## src/rtl/irqd_pkg.sv

```systemverilog
package irqd_pkg;
  localparam int ENTRY_W = 64;
  localparam int VEC_W   = 8;
  localparam int DEST_W  = 8;

  // Bit positions within one redirection entry
  localparam int B_DMODE_LO = 8;
  localparam int B_DSTMODE  = 11;
  localparam int B_POL      = 13;
  localparam int B_TRIG     = 15;
  localparam int B_MASK     = 16;
  localparam int B_DEST_LO  = 56;

  typedef enum logic [2:0] {
    DM_FIXED  = 3'd0,
    DM_LOWEST = 3'd1,
    DM_PERF   = 3'd2,
    DM_NMI    = 3'd4,
    DM_INIT   = 3'd5,
    DM_EXTERN = 3'd7
  } dmode_e;

  typedef enum logic [1:0] {
    SC_IDLE,
    SC_CHECK,
    SC_VREQ,
    SC_SEND
  } scan_state_e;

  typedef struct packed {
    logic [DEST_W-1:0] dest;
    logic              dest_mode;
    logic [2:0]        dmode;
    logic [VEC_W-1:0]  vector;
    logic              polarity;
    logic              trigger;
  } msg_t;
endpackage

```

## src/rtl/irqd_capture.sv

```systemverilog
module irqd_capture #(
  parameter int NUM_PINS = 24
) (
  input  logic                clk,
  input  logic                rst_n,
  input  logic [NUM_PINS-1:0] pin_lvl,
  input  logic [NUM_PINS-1:0] lvl_mode,
  input  logic [NUM_PINS-1:0] consume,
  output logic [NUM_PINS-1:0] irr
);
  logic [NUM_PINS-1:0] prev_q, prev_d, irr_q, irr_d;

  for (genvar p = 0; p < NUM_PINS; p++) begin : g_pin
    logic rise;
    always_comb begin
      rise      = pin_lvl[p] & ~prev_q[p];
      prev_d[p] = pin_lvl[p];
      if (lvl_mode[p]) irr_d[p] = pin_lvl[p];
      else             irr_d[p] = rise | (irr_q[p] & ~consume[p]);
    end

    // level-mode pending mirrors last cycle's input
    p_level_follow_r1: assert property (@(posedge clk) disable iff (!rst_n)
      $past(rst_n) && $past(lvl_mode[p]) |-> irr_q[p] == $past(pin_lvl[p]));
    // rising edge in edge mode sets pending
    p_edge_set_r2: assert property (@(posedge clk) disable iff (!rst_n)
      $past(rst_n) && $past(!lvl_mode[p] && pin_lvl[p] && !prev_q[p]) |-> irr_q[p]);
    // delivery consumes an edge request when no new edge coincides
    p_edge_consume_r4: assert property (@(posedge clk) disable iff (!rst_n)
      $past(rst_n) && $past(!lvl_mode[p] && consume[p] && !(pin_lvl[p] && !prev_q[p]))
      |-> !irr_q[p]);
  end

  always_ff @(posedge clk or negedge rst_n) begin
    if (!rst_n) begin
      prev_q <= '0;
      irr_q  <= '0;
    end else begin
      prev_q <= prev_d;
      irr_q  <= irr_d;
    end
  end

  assign irr = irr_q;
endmodule

```

## src/rtl/irqd_scanner.sv

```systemverilog
module irqd_scanner
  import irqd_pkg::*;
#(
  parameter int NUM_PINS = 24,
  localparam int PTR_W = (NUM_PINS > 1) ? $clog2(NUM_PINS) : 1
) (
  input  logic                        clk,
  input  logic                        rst_n,
  input  logic [NUM_PINS-1:0]         pending,
  input  logic [NUM_PINS*ENTRY_W-1:0] tbl,
  output logic                        ext_vec_req,
  input  logic                        ext_vec_ack,
  input  logic [VEC_W-1:0]            ext_vec,
  output logic                        msg_valid,
  input  logic                        msg_ready,
  output msg_t                        msg,
  output logic [NUM_PINS-1:0]         consume
);
  scan_state_e       st_q, st_d;
  logic [PTR_W-1:0]  ptr_q, ptr_d;
  msg_t              msg_q, msg_d;
  logic [ENTRY_W-1:0] ent;
  logic              last_pin;
  logic              unused_bits;

  assign ent         = tbl[int'(ptr_q)*ENTRY_W +: ENTRY_W];
  assign last_pin    = (ptr_q == PTR_W'(NUM_PINS-1));
  assign unused_bits = ^{ent[B_DEST_LO-1:B_MASK], ent[14], ent[12]};

  always_comb begin
    st_d        = st_q;
    ptr_d       = ptr_q;
    msg_d       = msg_q;
    consume     = '0;
    ext_vec_req = 1'b0;
    msg_valid   = 1'b0;
    case (st_q)
      SC_IDLE: if (|pending) begin
        st_d  = SC_CHECK;
        ptr_d = '0;
      end
      SC_CHECK: begin
        if (pending[ptr_q]) begin
          msg_d.dest      = ent[B_DEST_LO +: DEST_W];
          msg_d.dest_mode = ent[B_DSTMODE];
          msg_d.dmode     = ent[B_DMODE_LO +: 3];
          msg_d.vector    = ent[VEC_W-1:0];
          msg_d.polarity  = ent[B_POL];
          msg_d.trigger   = ent[B_TRIG];
          st_d = (ent[B_DMODE_LO +: 3] == DM_EXTERN) ? SC_VREQ : SC_SEND;
        end else if (last_pin) begin
          st_d = SC_IDLE;
        end else begin
          ptr_d = ptr_q + 1'b1;
        end
      end
      SC_VREQ: begin
        ext_vec_req = 1'b1;
        if (ext_vec_ack) begin
          msg_d.vector = ext_vec;
          st_d         = SC_SEND;
        end
      end
      default: begin
        msg_valid = 1'b1;
        if (msg_ready) begin
          consume[ptr_q] = ~msg_q.trigger;
          if (last_pin) st_d = SC_IDLE;
          else begin
            st_d  = SC_CHECK;
            ptr_d = ptr_q + 1'b1;
          end
        end
      end
    endcase
  end

  always_ff @(posedge clk or negedge rst_n) begin
    if (!rst_n) begin
      st_q  <= SC_IDLE;
      ptr_q <= '0;
      msg_q <= '0;
    end else begin
      st_q  <= st_d;
      ptr_q <= ptr_d;
      msg_q <= msg_d;
    end
  end

  assign msg = msg_q;

  // a stalled message holds valid and all fields
  p_stall_hold_r6: assert property (@(posedge clk) disable iff (!rst_n)
    msg_valid && !msg_ready |=> msg_valid && $stable(msg));
  // vector request holds until acknowledged
  p_req_hold_r7: assert property (@(posedge clk) disable iff (!rst_n)
    ext_vec_req && !ext_vec_ack |=> ext_vec_req && !msg_valid);
  // acknowledged vector is what goes out
  p_ext_vector_r7: assert property (@(posedge clk) disable iff (!rst_n)
    ext_vec_req && ext_vec_ack |=> msg_valid && msg.vector == $past(ext_vec));
endmodule

```

## src/rtl/irq_dispatch.sv

```systemverilog
module irq_dispatch
  import irqd_pkg::*;
#(
  parameter int NUM_PINS   = 24,
  parameter int NUM_LEGACY = 16
) (
  input  logic                        clk,
  input  logic                        rst_n,
  input  logic [NUM_PINS-1:0]         pin_in,
  input  logic [NUM_LEGACY-1:0]       legacy_in,
  input  logic [NUM_PINS*ENTRY_W-1:0] redir_tbl,
  output logic                        ext_vec_req,
  input  logic                        ext_vec_ack,
  input  logic [VEC_W-1:0]            ext_vec,
  output logic                        msg_valid,
  input  logic                        msg_ready,
  output logic [DEST_W-1:0]           msg_dest,
  output logic                        msg_dest_mode,
  output logic [2:0]                  msg_dmode,
  output logic [VEC_W-1:0]            msg_vector,
  output logic                        msg_polarity,
  output logic                        msg_trigger
);
  logic [1:0]          rst_sync_q;
  logic                rst_int_n;
  logic [NUM_PINS-1:0] eff_lvl, lvl_mode, masked, irr, consume;
  msg_t                msg;

  always_ff @(posedge clk or negedge rst_n) begin
    if (!rst_n) rst_sync_q <= 2'b00;
    else        rst_sync_q <= {rst_sync_q[0], 1'b1};
  end
  assign rst_int_n = rst_sync_q[1];

  for (genvar p = 0; p < NUM_PINS; p++) begin : g_route
    logic from_legacy;
    if (p == 2 && NUM_LEGACY > 2) begin : g_two
      assign from_legacy = legacy_in[0] | legacy_in[2];
    end else if (p == 2) begin : g_two_only
      assign from_legacy = legacy_in[0];
    end else if (p != 0 && p < NUM_LEGACY) begin : g_same
      assign from_legacy = legacy_in[p];
    end else begin : g_none
      assign from_legacy = 1'b0;
    end
    assign eff_lvl[p]  = pin_in[p] | from_legacy;
    assign lvl_mode[p] = redir_tbl[p*ENTRY_W + B_TRIG];
    assign masked[p]   = redir_tbl[p*ENTRY_W + B_MASK];
  end

  irqd_capture #(.NUM_PINS(NUM_PINS)) u_capture (
    .clk      (clk),
    .rst_n    (rst_int_n),
    .pin_lvl  (eff_lvl),
    .lvl_mode (lvl_mode),
    .consume  (consume),
    .irr      (irr)
  );

  irqd_scanner #(.NUM_PINS(NUM_PINS)) u_scanner (
    .clk         (clk),
    .rst_n       (rst_int_n),
    .pending     (irr & ~masked),
    .tbl         (redir_tbl),
    .ext_vec_req (ext_vec_req),
    .ext_vec_ack (ext_vec_ack),
    .ext_vec     (ext_vec),
    .msg_valid   (msg_valid),
    .msg_ready   (msg_ready),
    .msg         (msg),
    .consume     (consume)
  );

  assign msg_dest      = msg.dest;
  assign msg_dest_mode = msg.dest_mode;
  assign msg_dmode     = msg.dmode;
  assign msg_vector    = msg.vector;
  assign msg_polarity  = msg.polarity;
  assign msg_trigger   = msg.trigger;
endmodule

```

## config.mk

```make
export PLATFORM = sky130hd
export DESIGN_NAME = irq_dispatch
export DESIGN_NICKNAME = d
export VERILOG_FILES = /design/src/rtl/irqd_pkg.sv /design/src/rtl/irqd_capture.sv /design/src/rtl/irqd_scanner.sv /design/src/rtl/irq_dispatch.sv
export SDC_FILE = /design/constraint.sdc
export NUM_CORES = 1
export LEC_CHECK = 0
export ABC_CLOCK_PERIOD_IN_PS = 3000
export BUFFER_PORTS_ARGS = -buffer_cell sky130_fd_sc_hd__buf_2
export CORE_AREA = 2 2 627 629
export CTS_BUF_LIST = sky130_fd_sc_hd__clkbuf_16
export DETAILED_ROUTE_END_ITERATION = 8
export DIE_AREA = 0 0 629 631
export REMOVE_ABC_BUFFERS = 1
export SLEW_MARGIN = 20
export SYNTH_ARGS = -nofsm -noshare
export SYNTH_HDL_FRONTEND = slang
export SYNTH_SLANG_ARGS = --single-unit
```

## constraint.sdc

```tcl
create_clock -name clk -period 3 [get_ports clk]
set_clock_uncertainty 0.1 [all_clocks]
set_input_delay 0.45 -clock clk [delete_from_list [all_inputs] [get_ports clk]]
set_output_delay 0.45 -clock clk [all_outputs]
set_load 0.005 [all_outputs]
```

After elaboration in Yosys (flattened, before gate mapping) --
Cells that the tools add are included. W data, S select, Z words.
Cells by class: $add $sub $neg 1, multiply operators 0, divide/modulo/power cells 0, $lt $le $gt $ge 2, eq/ne operators 9, shift operators 1, mux-type cells 48, bitwise logic cells 141, reduce and logical (&&, ||, !) cells 11
Operator list (number):
- $shiftx A1536 B12 Y64 | 1
- $not A1 Y1 | 50
- $and A1 B1 Y1 | 48
- $and A24 B24 Y24 | 2
- $mux W24 | 2
- $or A1 B1 Y1 | 40
- $mux W1 | 30
- $not A24 Y24 | 1
- $reduce_or A24 Y1 | 1
- $mux W5 | 4
- $pmux W8 S2 | 1
- $pmux W5 S3 | 1
- $mux W10 | 1
- $mux W2 | 5
- $mux W8 | 1
- $reduce_and A4 Y1 | 2
- $lt A5 B6 Y1 const B | 1
- $pmux W2 S3 | 1
- $add A5 B1 Y5 const B | 1
- $bmux W1 S5 | 1
- $demux W1 S5 | 1
- $eq A5 B5 Y1 const B | 1
- $ge A5 B1 Y1 const B | 1
- $ne A2 B1 Y1 const B | 2
- 13 further kinds | 14
Storage, ports and cells: register bits after elaboration 79, latch bits 0, bits in writable memories 0, bits in read-only memories 0, bits of input ports 1588, output and inout bits 24, logic and storage cells 224, memories kept 0

Logic depth before layout (Yosys ltp) --
Gate-level depths: netlist of run 1.
depth in word-level cells 11, depth in mapped cells 10, mapped depth without buffers 8

Modules after synthesis --
A second synthesis of run 1 with hierarchy kept.
Unflattened totals: cell total of the unflattened synthesis 673, area, all modules 7701.1 µm²
Modules (own cells, without submodules):
- irqd_scanner | instances 1, cells an instance 511, area each 5749.3 µm², sequential area each 725.7 µm²
- irqd_capture | instances 1, cells an instance 120, area each 1654.1 µm², sequential area each 1201.2 µm²
- irq_dispatch | instances 1, cells an instance 42, area each 297.8 µm², sequential area each 50.0 µm²

Worst setup path after synthesis of run 1 --
OpenSTA, ideal clock, no wires.
path type register -> register, start register u_scanner.ptr_q[0], end register u_scanner.msg_q (netlist bit u_scanner.msg[15]), library setup time 141 ps, arrival 2606 ps, data required time 2759 ps, path slack 152 ps, stages on the path, launching flop included 8, path buffers 4, clock period less this slack 2848 ps, cells stage by stage dfrtp_1 > clkbuf_1 > buf_2 > buf_2 > buf_2 > mux4_2 > a221oi_1 > a31oi_1
On the way: cells in the longest elaborated chain, start to end 3, elaborated cells on any way between the ends 4, those cells by class shift: 1; mux: 2; reduce/logical: 1
RTL lines:
- start, declared | RTL line irqd_scanner.sv:20 | logic [PTR_W-1:0] ptr_q, ptr_d;
- start signal, assigned | RTL line irqd_scanner.sv:85 | ptr_q <= ptr_d;
- parallel branches: the longest is 3 deep, another holds $shiftx A1536 B12 Y64
- end signal, assigned | RTL line irqd_scanner.sv:86 | msg_q <= msg_d;
- end, declared | RTL line irqd_scanner.sv:21 | msg_t msg_q, msg_d;
Several ways; the timed one is not identified. The select of a mux whose other input is x is not followed. A chain may end at the register's enable or synchronous reset.

Worst setup path in the final report of run 1 --
start register u_scanner.ptr_q[0], end register u_scanner.ptr_q[4]
On the way: cells in the longest elaborated chain, start to end 4, elaborated cells on any way between the ends 10, those cells by class add/sub: 1; eq/ne: 2; mux: 6; reduce/logical: 1
RTL lines:
- $bmux W1 S5 (tied with other cells) | RTL line irqd_scanner.sv:43 | if (pending[ptr_q]) begin
- $mux W1 (implied by the code) or $mux W5 (tied branches) | RTL line irqd_scanner.sv:43, irqd_scanner.sv:51, irqd_scanner.sv:68
- $ne A2 B2 Y1 (no line) (tied with other cells)
- $reduce_and A4 Y1 (no line) or $pmux W5 S3 (tied branches)
Several ways; a longest one is shown, not always the timed one. The select of a mux whose other input is x is not followed.

==> results of run 1 <==
[stage by stage]
step                      hold slack [ns]  utilization (%)
after floorplan                    0.0544                -
after global placement              0.142             4.70
after detailed placement            0.145             4.70
after CTS                          0.0321             4.80
after global routing               0.0510             4.85
final                              0.0687             4.88
[metal layers]
metal / vias to the layer above / routed length [um]
li1: 4238 / -
met3: 339 / 12900
met2: 728 / 70000
met5: - / 433
met4: 64 / 4700
met1: 4938 / 42000
[what timing repair did]
item,4_1_cts,5_1_grt
gates resized for setup,9,21
endpoints found under the setup margin,8,14
pin swaps,1,2
setup buffers,2,8
hold buffers,1,0
hold endpoints to repair,2,0
[placed cells by master (no fill, tap or decap), types with 6 or more instances in the layout]
master	netlist	routed
nand2_1	81	80
o21ai_0	43	43
dfrtp_1	79	74
buf_4	0	73
clkbuf_16	0	9
mux2i_1	12	11
o211ai_1	6	6
a21oi_1	28	25
nor3b_1	7	6
nor3_1	9	9
nor2b_1	40	40
a22oi_1	10	10
inv_1	33	33
o31ai_1	8	8
nor2_1	20	20
nand3_1	11	11
ha_1	8	8
mux4_2	147	147
buf_2	16	627
mux2_2	10	10
or2_2	14	14
buf_12	0	21
diode_2	0	82
a31oi_1	8	8
[flip-flops by register name (all words and copies together) (netlist names)]
signal / cells
u_capture.irr: 24
u_capture.prev_q: 24
u_scanner.msg: 22
u_scanner.ptr_q: 5
rst_sync_q: 2
u_scanner.st_q: 2
[power breakdown]
group          total [mW]  internal [mW]  switching (mW)  leakage (nW)
Combinational        9.42           4.19            5.23          5.05
Clock                1.28          0.657           0.624         0.147
Sequential           1.51           1.30           0.211         0.894
Total                12.2           6.15            6.06          6.09
[cell families after synthesis]
group                    Yosys count  synth area share (%)
flip-flops                        79                  24.9
adder cells (fa/ha/maj)            8                  1.26
buffers and inverters             91                  4.55
other                              1                0.0472
multiplexers                     169                  44.6
AND/OR/NAND/NOR                  210                  13.5
AO/OA/AOI/OAI                    138                  11.2
[worst register-to-register path, cell delays in order, from the launching register on]
cell     delay [ns]
dfrtp_4        0.57
inv_8          0.10
mux4_2         0.49
a32o_1         0.30
o41a_4         0.51
or4_4          0.55
o32ai_2        0.22
[final timing paths]
check	end	slack [ns]	depth (start not counted)
min	u_capture.prev_q[0]	0.07	1
min reg2reg	u_scanner.msg[13]	0.23	0
min in group asynchronous	u_scanner.msg[13]	0.23	0
max reg2reg	u_scanner.ptr_q[4]	0.07	6
max in group asynchronous	u_scanner.msg[7]	1.85	1
max	u_scanner.ptr_q[4]	0.07	6
[final cells by class]
class	count	area, um^2
multi-input combinational	526	5680
inverter	36	143
clock inverter	7	78.8
tap	5220	6530
timing repair buffer	730	4230
antenna	82	205
sequential	79	1990
clock buffer	9	225
fill	46485	372000
==> impl_metrics.ini, run 1 <==
[placed_design]
hpwl_mm = 122
routabilityCongestion = 0.819
port_buffers = 627
placedCellCount = 6581
postPlaceCellArea_um2 = 18400
post-place-ws_ns = -0.142

[worst_setup_path]
crit_arrival_ns = 3.13
worstSetupPathType = reg2reg
path_cells = inv_8 > mux4_2 > a32o_1 > o41a_4 > or4_4 > o32ai_2
crit_path_start = u_scanner.ptr_q[0]
end_kind = flip-flop
crit_fanout = 6
cpLargestDelayFamily = compound AO/OA/AOI/OAI gates
worstReg2RegStart = u_scanner.ptr_q[0]
max_stage_delay_ns = 0.57
required_ns = 3.20
path_buf_inv = 1
cp_slowest_cell = dfrtp_4
cp-start-kind = flip-flop

[final_layout]
design_area_um2 = 19100
nNetsFinal = 2978
drive_gt1_share_pct = 67.6
area_growth_pct = 140
stdcell_count = 6689

[clock_tree]
clock_sinks = 79
root_buffer = clkbuf_16
cts_buffer_depth = 2
htreeDepth = 3
cts_buffers = 9
clkLatencyLatePin_ns = 0.40
clk_pin_slew_ns = 0.08
cts_tree = yes

[die]
fp.dieH_um = 631
fp.coreArea_um2 = 391000
rows = 230
fp.dieArea_um2 = 397000
die_w_um = 629
ios = 1612
start_util_pct = 2.03

[global_route]
grt_busiest_layer = met2
grt_overflow = 0
grt_pass1_vias = 10020
grt_util_met3_pct = 2.54
grt_max_degree = 41
met2_usage_pct = 12.4
met1_usage_pct = 6.06
grt_pass1_wl_mm = 150
antenna_found_initial = 195
grtUsageTotal_pct = 6.35

[detailed_routing]
vias = 10307
drc = 0
first_pass_iters = 5
via_per_inst = 1.54
ant_nets = 0
drt-initial-drc-count = 550
wire_per_inst_um = 19.4
wl_mm = 130

[yosys]
syn_area_per_cell_um2 = 11.4
synthTopCellsByArea = mux4_2 (42%), dfrtp_1 (25%), nand2_1 (3.8%)
ys.flop_type = dfrtp_1
synth_warnings = 0
synth-seq-cells = 79
synth.distinct_cells = 53
yosysSeqAreaShare_pct = 24.9
synth_largest_area_cell = mux4_2
yosys.area.top_type_share_pct = 41.6
synth_edf_count = 0
netlist_instances = 696
ys_async_sr_fraction_pct = 100
syn_area_um2 = 7950
synth_common_cells = mux4_2 (147), nand2_1 (81), dfrtp_1 (79)
post-synth-top-count-cell = mux4_2

[timing]
min_period_over_period_pct = 97.7
fin_tns_setup_ns = 0
finalHoldViolations = 0
relSlewSlack_pct = 38.4
maxSlewViolCount = 0
rsz0062_at_grt = true
setup_viol = 0
worstMarginPinSlew_ns = 0.924
min_period_ns = 2.93
finalWorstSetupSlack_ns = 0.0695
max_freq_mhz = 341

[worst_hold_path]
min-delay-start = pin_in[0]
hp-class = in2reg

[pwr]
power_density_nw_per_um2 = 640
vdd_drop_max_mv = 0.603
power.total_mw = 12.2
power.leakage_nw = 6.09

[run]
cap_viol_max_count = 0

[outcome]
status = completed
Note: power is estimated with default switching activity, not from simulation.
==> run 2: changes to the inputs <==
ABC_CLOCK_PERIOD_IN_PS = 3400   (was 3000)
CORE_AREA = 2 2 622 624   (was 2 2 627 629)
DIE_AREA = 0 0 624 626   (was 0 0 629 631)
clock period = 3.4 ns   (was 3 ns; I/O delays follow)
==> run 2 against run 1 <==
  * Flip-flop and latch count stayed put
  * Critical path depth is 2 higher
  * Count of clock-buffer cells in the layout stayed put
  * Largest power group unchanged
  * Combinational power is 21% lower
  * Utilization is 0.12 points lower
  * Wire length is 0.44% lower
  * Worst setup slack better by 0.060 ns
  * Cell area is 4.1% lower
==> impl_metrics.ini, run 2 (synthesis results as in run 1) <==
[outcome]
status = completed

[worst_setup_path]
crit_fanout = 18
worstReg2RegEnd = u_scanner.ptr_q[4]
worstReg2RegStart = u_scanner.ptr_q[0]
crit_arrival_ns = 3.48
r2r_slack_ns = 0.13
required_ns = 3.61
cp-start-kind = flip-flop
max_stage_delay_ns = 0.54
reg2regPathDepth = 8
crit_path_start = u_scanner.ptr_q[0]
worstSetupEndpoint = u_scanner.ptr_q[4]
worstSetupPathType = reg2reg
path_cells = inv_4 > buf_4 > mux4_2 > and3_1 > o41a_2 > buf_12 > or4_4 > o32ai_1
cp_slowest_cell = dfrtp_4
end_kind = flip-flop

[final_layout]
design_area_um2 = 18300
layout_common_cells = buf_2 (627), mux4_2 (147), nand2_1 (81), dfrtp_1 (74), buf_4 (47)
drive_gt1_share_pct = 66.0
register_area_um2 = 1990
nNetsFinal = 2934
fillers = 45341
area_growth_pct = 130
multi_input_area_um2 = 5620
final_common_cell = buf_2

[placed_design]
port_buffers = 627
routabilityCongestion = 0.828
postPlaceCellArea_um2 = 17700
hpwl_mm = 121
post-place-ws_ns = -0.0346

[detailed_routing]
via_per_inst = 1.58
wire_per_inst_um = 20.1
ant_nets = 0
first_pass_iters = 5
drt-initial-drc-count = 529
vias = 10183
drc = 0
wl_mm = 129

[timing]
finalHoldViolations = 0
setup_viol = 0
worstMarginPinSlew_ns = 0.868
finalWorstSetupSlack_ns = 0.130
max_freq_mhz = 306
min_period_ns = 3.27
relSlewSlack_pct = 42.1
rsz0062_at_grt = false
fin_tns_setup_ns = 0
maxSlewViolCount = 0
min_period_over_period_pct = 96.2

[global_route]
grt_pass1_wl_mm = 147
grt_overflow = 0
antenna_found_initial = 203
grt_pass1_vias = 9445
grt_max_degree = 60
grtUsageTotal_pct = 6.39

[clock_tree]
clk_pin_slew_ns = 0.09
clkLatencyLatePin_ns = 0.42
cts_buffers = 9
root_buffer = clkbuf_16
htreeDepth = 3
cts_tree = yes
clock_sinks = 79
cts_buffer_depth = 2

[worst_hold_path]
hp-class = in2reg
min_path_cells = 1

[die]
fp.dieArea_um2 = 391000
die_w_um = 624
fp.dieH_um = 626
ios = 1612
start_util_pct = 2.07
fp.coreArea_um2 = 384000
rows = 228

[pwr]
switching_share_pct = 50.4
seq_power_share_pct = 13.2
p_switching_mw = 5.05
power_density_nw_per_um2 = 548
power_frac_clock_pct = 12.8
internal-power_mw = 4.98
power.leakage_nw = 5.83
combPwrFrac_pct = 74.0
vdd_drop_max_mv = 0.506

[run]
cap_viol_max_count = 0
==> run 2: cell count changes in the layout (fill, tap and decap cells not counted), moves of 2 or more <==
cell,change
diode_2,-27
a21oi_1,+3
a21oi_2,-3
buf_8,-2
a2111oi_0,+4
buf_12,-13
bufinv_16,+2
a2111oi_1,-4
buf_4,-26
buf_6,-4
==> run 2: cell type report <==
type                            instances  share of cell area (%)
Tap cell                             5060                    34.6
Multi-Input combinational cell        526                    30.7
Timing Repair Buffer                  686                    20.4
Sequential cell                        79                    10.9
Clock buffer                            9                    1.23
Inverter                               36                   0.752
Antenna cell                           55                   0.752
Clock inverter                          7                   0.691
==> run 2: power by group through the flow <==
| stage | clock network, mW | registers, mW | logic (mW) |
|---|---|---|---|
| after floorplan | 0 | 1.75 | 3.01 |
| after global placement | 0 | 1.35 | 7.69 |
| after detailed placement | 0 | 1.35 | 7.75 |
| after CTS | 1.35 | 1.34 | 7.78 |
| after global routing | 1.36 | 1.36 | 8.08 |
| final | 1.28 | 1.33 | 7.42 |
==> run 2: how the worst min path moves through the flow <==
stage / slack (ns) / start / to
floorplan: 0.11 / rst_n / rst_sync_q[0]
global placement: 0.20 / rst_n / rst_sync_q[0]
detailed placement: 0.21 / rst_n / rst_sync_q[0]
CTS: 0.08 / pin_in[23] / u_capture.prev_q[23]
global route: 0.11 / pin_in[23] / u_capture.prev_q[23]
finish: 0.12 / pin_in[23] / u_capture.prev_q[23]
==> run 2: repair_timing <==
| item | in CTS | in global routing |
|---|---|---|
| resized for setup | 2 | 1 |
| buffers inserted | 0 | 3 |
| endpoints found under the setup margin | 1 | 2 |
| hold buffers | 1 | 0 |
| cloned | 0 | 1 |
| pin swaps | 0 | 0 |
| hold endpoints to repair | 2 | 0 |
==> run 2: per-layer routing <==
metal  vias up  track usage (%)  wire, um
met5         -                0       645
met4        98             2.09      4680
met3       381             2.70     13000
li1       4122                -         -
met2       753             12.2     69200
met1      4829             6.10     42000
==> run 2: critical path, delay by kind of cell (launching register included) <==
| family | cells | cell delay, ns |
|---|---|---|
| flops | 1 | 0.54 |
| simple gates | 2 | 0.74 |
| mux | 1 | 0.52 |
| compound gates | 2 | 0.77 |
| buf+inv | 3 | 0.50 |
==> run 2: per-stage QoR <==
step / std cells / util [%] / hold WS [ns] / power (mW)
global placement: 6382 / 4.62 / 0.203 / 9.04
global route: 6442 / 4.75 / 0.106 / 10.8
CTS: 6399 / 4.71 / 0.0840 / 10.5
floorplan: 641 / - / 0.114 / 4.75
finish: 6458 / 4.76 / 0.116 / 10.0
detailed placement: 6382 / 4.62 / 0.208 / 9.10
==> run 3: changes to the inputs <==
ABC_AREA = 1   (was default)
CORE_AREA = 2 2 621 623   (was 2 2 622 624)
DIE_AREA = 0 0 623 625   (was 0 0 624 626)
==> run 3 against run 2 <==
  * Clock power decreased by 16%
  * Register-to-register slack got worse by 0.05 ns
  * Worst setup slack got worse by 0.048 ns
  * Non-clock buffer count increased by 71
  * Highest routed layer unchanged
  * Global-route usage increased by 0.24 points
  * Flip-flop and latch count unchanged
  * Wire length increased by 3.0%
  * Combinational power increased by 23%
  * Cell area increased by 5.7%
  * Synthesized cell count increased by 120%
  * Count of clock-buffer cells in the layout unchanged
==> impl_metrics.ini, run 3 <==
[clock_tree]
cts_tree = yes
cts_buffer_depth = 2
clock_sinks = 79
htreeDepth = 3
post_cts_buffers = 0
clk_pin_slew_ns = 0.09
cts_buffers = 9
root_buffer = clkbuf_16
clkLatencyLatePin_ns = 0.40

[timing]
min_period_ns = 3.32
worst_hold_slack_ns = 0.137
max_freq_mhz = 301
min_period_over_period_pct = 97.6
relSlewSlack_pct = 30.1
finalHoldViolations = 0
setup_viol = 0
maxSlewViolCount = 0
rsz0062_at_grt = false
worstMarginPinSlew_ns = 1.05
fin_tns_setup_ns = 0

[yosys]
syn_area_per_cell_um2 = 5.78
ys.flop_type = dfrtp_1
post-synth-top-count-cell = nand2_1
yosysSeqAreaShare_pct = 22.7
synth_compound_area_share_pct = 21.6
synth_top_family_by_area = simple AND/OR/NAND/NOR gates
synth_adder_area_share_pct = 1.15
synthXorXnorAreaFrac_pct = 0
netlist_instances = 1508
synth_warnings = 0
synth_largest_area_cell = nand2_1
syn_area_um2 = 8710
yosys.area_share.simple_pct = 43.8
synth.distinct_cells = 46
synth-seq-cells = 79
synth_mux_area_share_pct = 0
ys_async_sr_fraction_pct = 100
synth_edf_count = 0
yosys.area.top_type_share_pct = 23.9
synthTopCellsByArea = nand2_1 (24%), dfrtp_1 (23%), nor2_1 (9.0%)
synth_common_cells = nand2_1 (554), nor2_1 (208), o21ai_0 (132)

[detailed_routing]
wl_mm = 133
via_per_inst = 1.90
first_pass_iters = 7
ant_nets = 0
wire_per_inst_um = 18.2
vias = 13930
drc = 0
drt-initial-drc-count = 873

[run]
cap_viol_max_count = 0

[final_layout]
layout_common_cells = buf_2 (627), nand2_1 (554), nor2_1 (202), o21ai_0 (129), buf_4 (116)
nNetsFinal = 3778
multi_input_area_um2 = 5860
fillers = 45678
drive_gt1_share_pct = 38.0
final_common_cell = buf_2
area_growth_pct = 122
design_area_um2 = 19300
register_area_um2 = 1990

[worst_setup_path]
path_cells = inv_8 > buf_4 > o21ai_0 > o21ai_0 > nand2_1 > nand4_1 > o21ai_0 > buf_4 > nand2_1
max_stage_delay_ns = 0.62
required_ns = 3.65
cp_slowest_cell = dfrtp_4
crit_top_cell = o21ai_0
crit_arrival_ns = 3.57
cpLargestDelayFamily = simple AND/OR/NAND/NOR gates
cp-start-kind = flip-flop
path_buf_inv = 3
crit_fanout = 22
end_kind = flip-flop
worstSetupPathType = reg2reg

[die]
fp.dieArea_um2 = 389000
die_w_um = 623
ios = 1612
rows = 228
start_util_pct = 2.27
fp.coreArea_um2 = 384000
fp.dieH_um = 625

[pwr]
vdd_drop_max_mv = 0.265
power.leakage_nw = 7.35
power_density_nw_per_um2 = 597

[placed_design]
postPlaceCellArea_um2 = 18900
routabilityCongestion = 0.797
port_buffers = 627
hpwl_mm = 122

[outcome]
status = completed

[global_route]
antenna_found_initial = 143
grt_pass1_vias = 12734
grt_overflow = 0
grt_max_degree = 61
grt_pass1_wl_mm = 158
grtUsageTotal_pct = 6.63

[worst_hold_path]
hp-class = in2reg
run 3: changes by cell type after synthesis, moves of 24 or more:
cell,delta
a22oi_1,+39
buf_2,+24
inv_1,+63
mux4_2,-147
nand2_1,+473
nand3_1,+71
nand4_1,+28
nor2_1,+188
nor2b_1,-40
o211ai_1,+33
o21ai_0,+89
run 3: routing by layer:
layer | GRT usage, % | up-vias | wire (um)
met5 | 0 | - | 448
met4 | 2.47 | 70 | 5060
met3 | 2.04 | 266 | 11100
met2 | 11.0 | 797 | 61700
met1 | 8.00 | 6404 | 55100
li1 | - | 6393 | -
run 3: path summary, 6_finish.rpt:
kind	start	to	slack (ns)	cells after the start
worst min-delay path	pin_in[21]	u_capture.prev_q[21]	0.14	1
max in group asynchronous	rst_sync_q[1]	u_scanner.ptr_q[2]	2.04	1
min in group asynchronous	rst_sync_q[1]	u_scanner.st_q[1]	0.26	0
worst min register to register	rst_sync_q[0]	rst_sync_q[1]	0.25	0
worst max register to register	u_scanner.ptr_q[1]	u_scanner.msg[1]	0.08	9
worst max-delay path	u_scanner.ptr_q[1]	u_scanner.msg[1]	0.08	9
run 3: power by group:
part	switching [mW]	internal, mW
Combinational	6.49	2.65
Sequential	0.204	1.14
Clock	0.574	0.505
run 3: kinds of logic (layout without fill, tap and decap cells):
| group | count (synthesis) | after routing |
|---|---|---|
| buffers and inverters | 199 | 878 |
| AOI/OAI and AO/OA | 301 | 301 |
| other | 1 | 78 |
| and+or+nand+nor | 920 | 920 |
| adders and majority gates | 8 | 8 |
| DFF | 79 | 79 |
run 3: stage by stage:
| step | std cells | power [mW] | utilization (%) | setup slack [ns] |
|---|---|---|---|---|
| 2_1_floorplan | 1414 | 4.83 | - | -3.15 |
| 3_3_place_gp | 7229 | 11.0 | 4.91 | -0.230 |
| 3_5_place_dp | 7230 | 11.0 | 4.91 | -0.0384 |
| 4_1_cts | 7247 | 12.2 | 4.99 | 0.0286 |
| 5_1_grt | 7281 | 12.6 | 5.01 | 0.00204 |
| 6_report | 7324 | 11.6 | 5.04 | 0.0812 |
run 3: area by class of cell:
class	instances	share of cell area (%)
clock inverters	7	0.291
inverters	105	2.15
well taps	5060	32.7
clock buffers	9	1.16
multi-input cells	1230	30.3
flip-flops and latches	79	10.3
diodes	77	0.996
repair buffers	757	22.1
run 3: timing repair:
action | CTS | global route
endpoints found under the hold margin | 2 | 0
setup endpoints to repair | 3 | 1
hold buffers | 1 | 0
resized for setup | 3 | 1
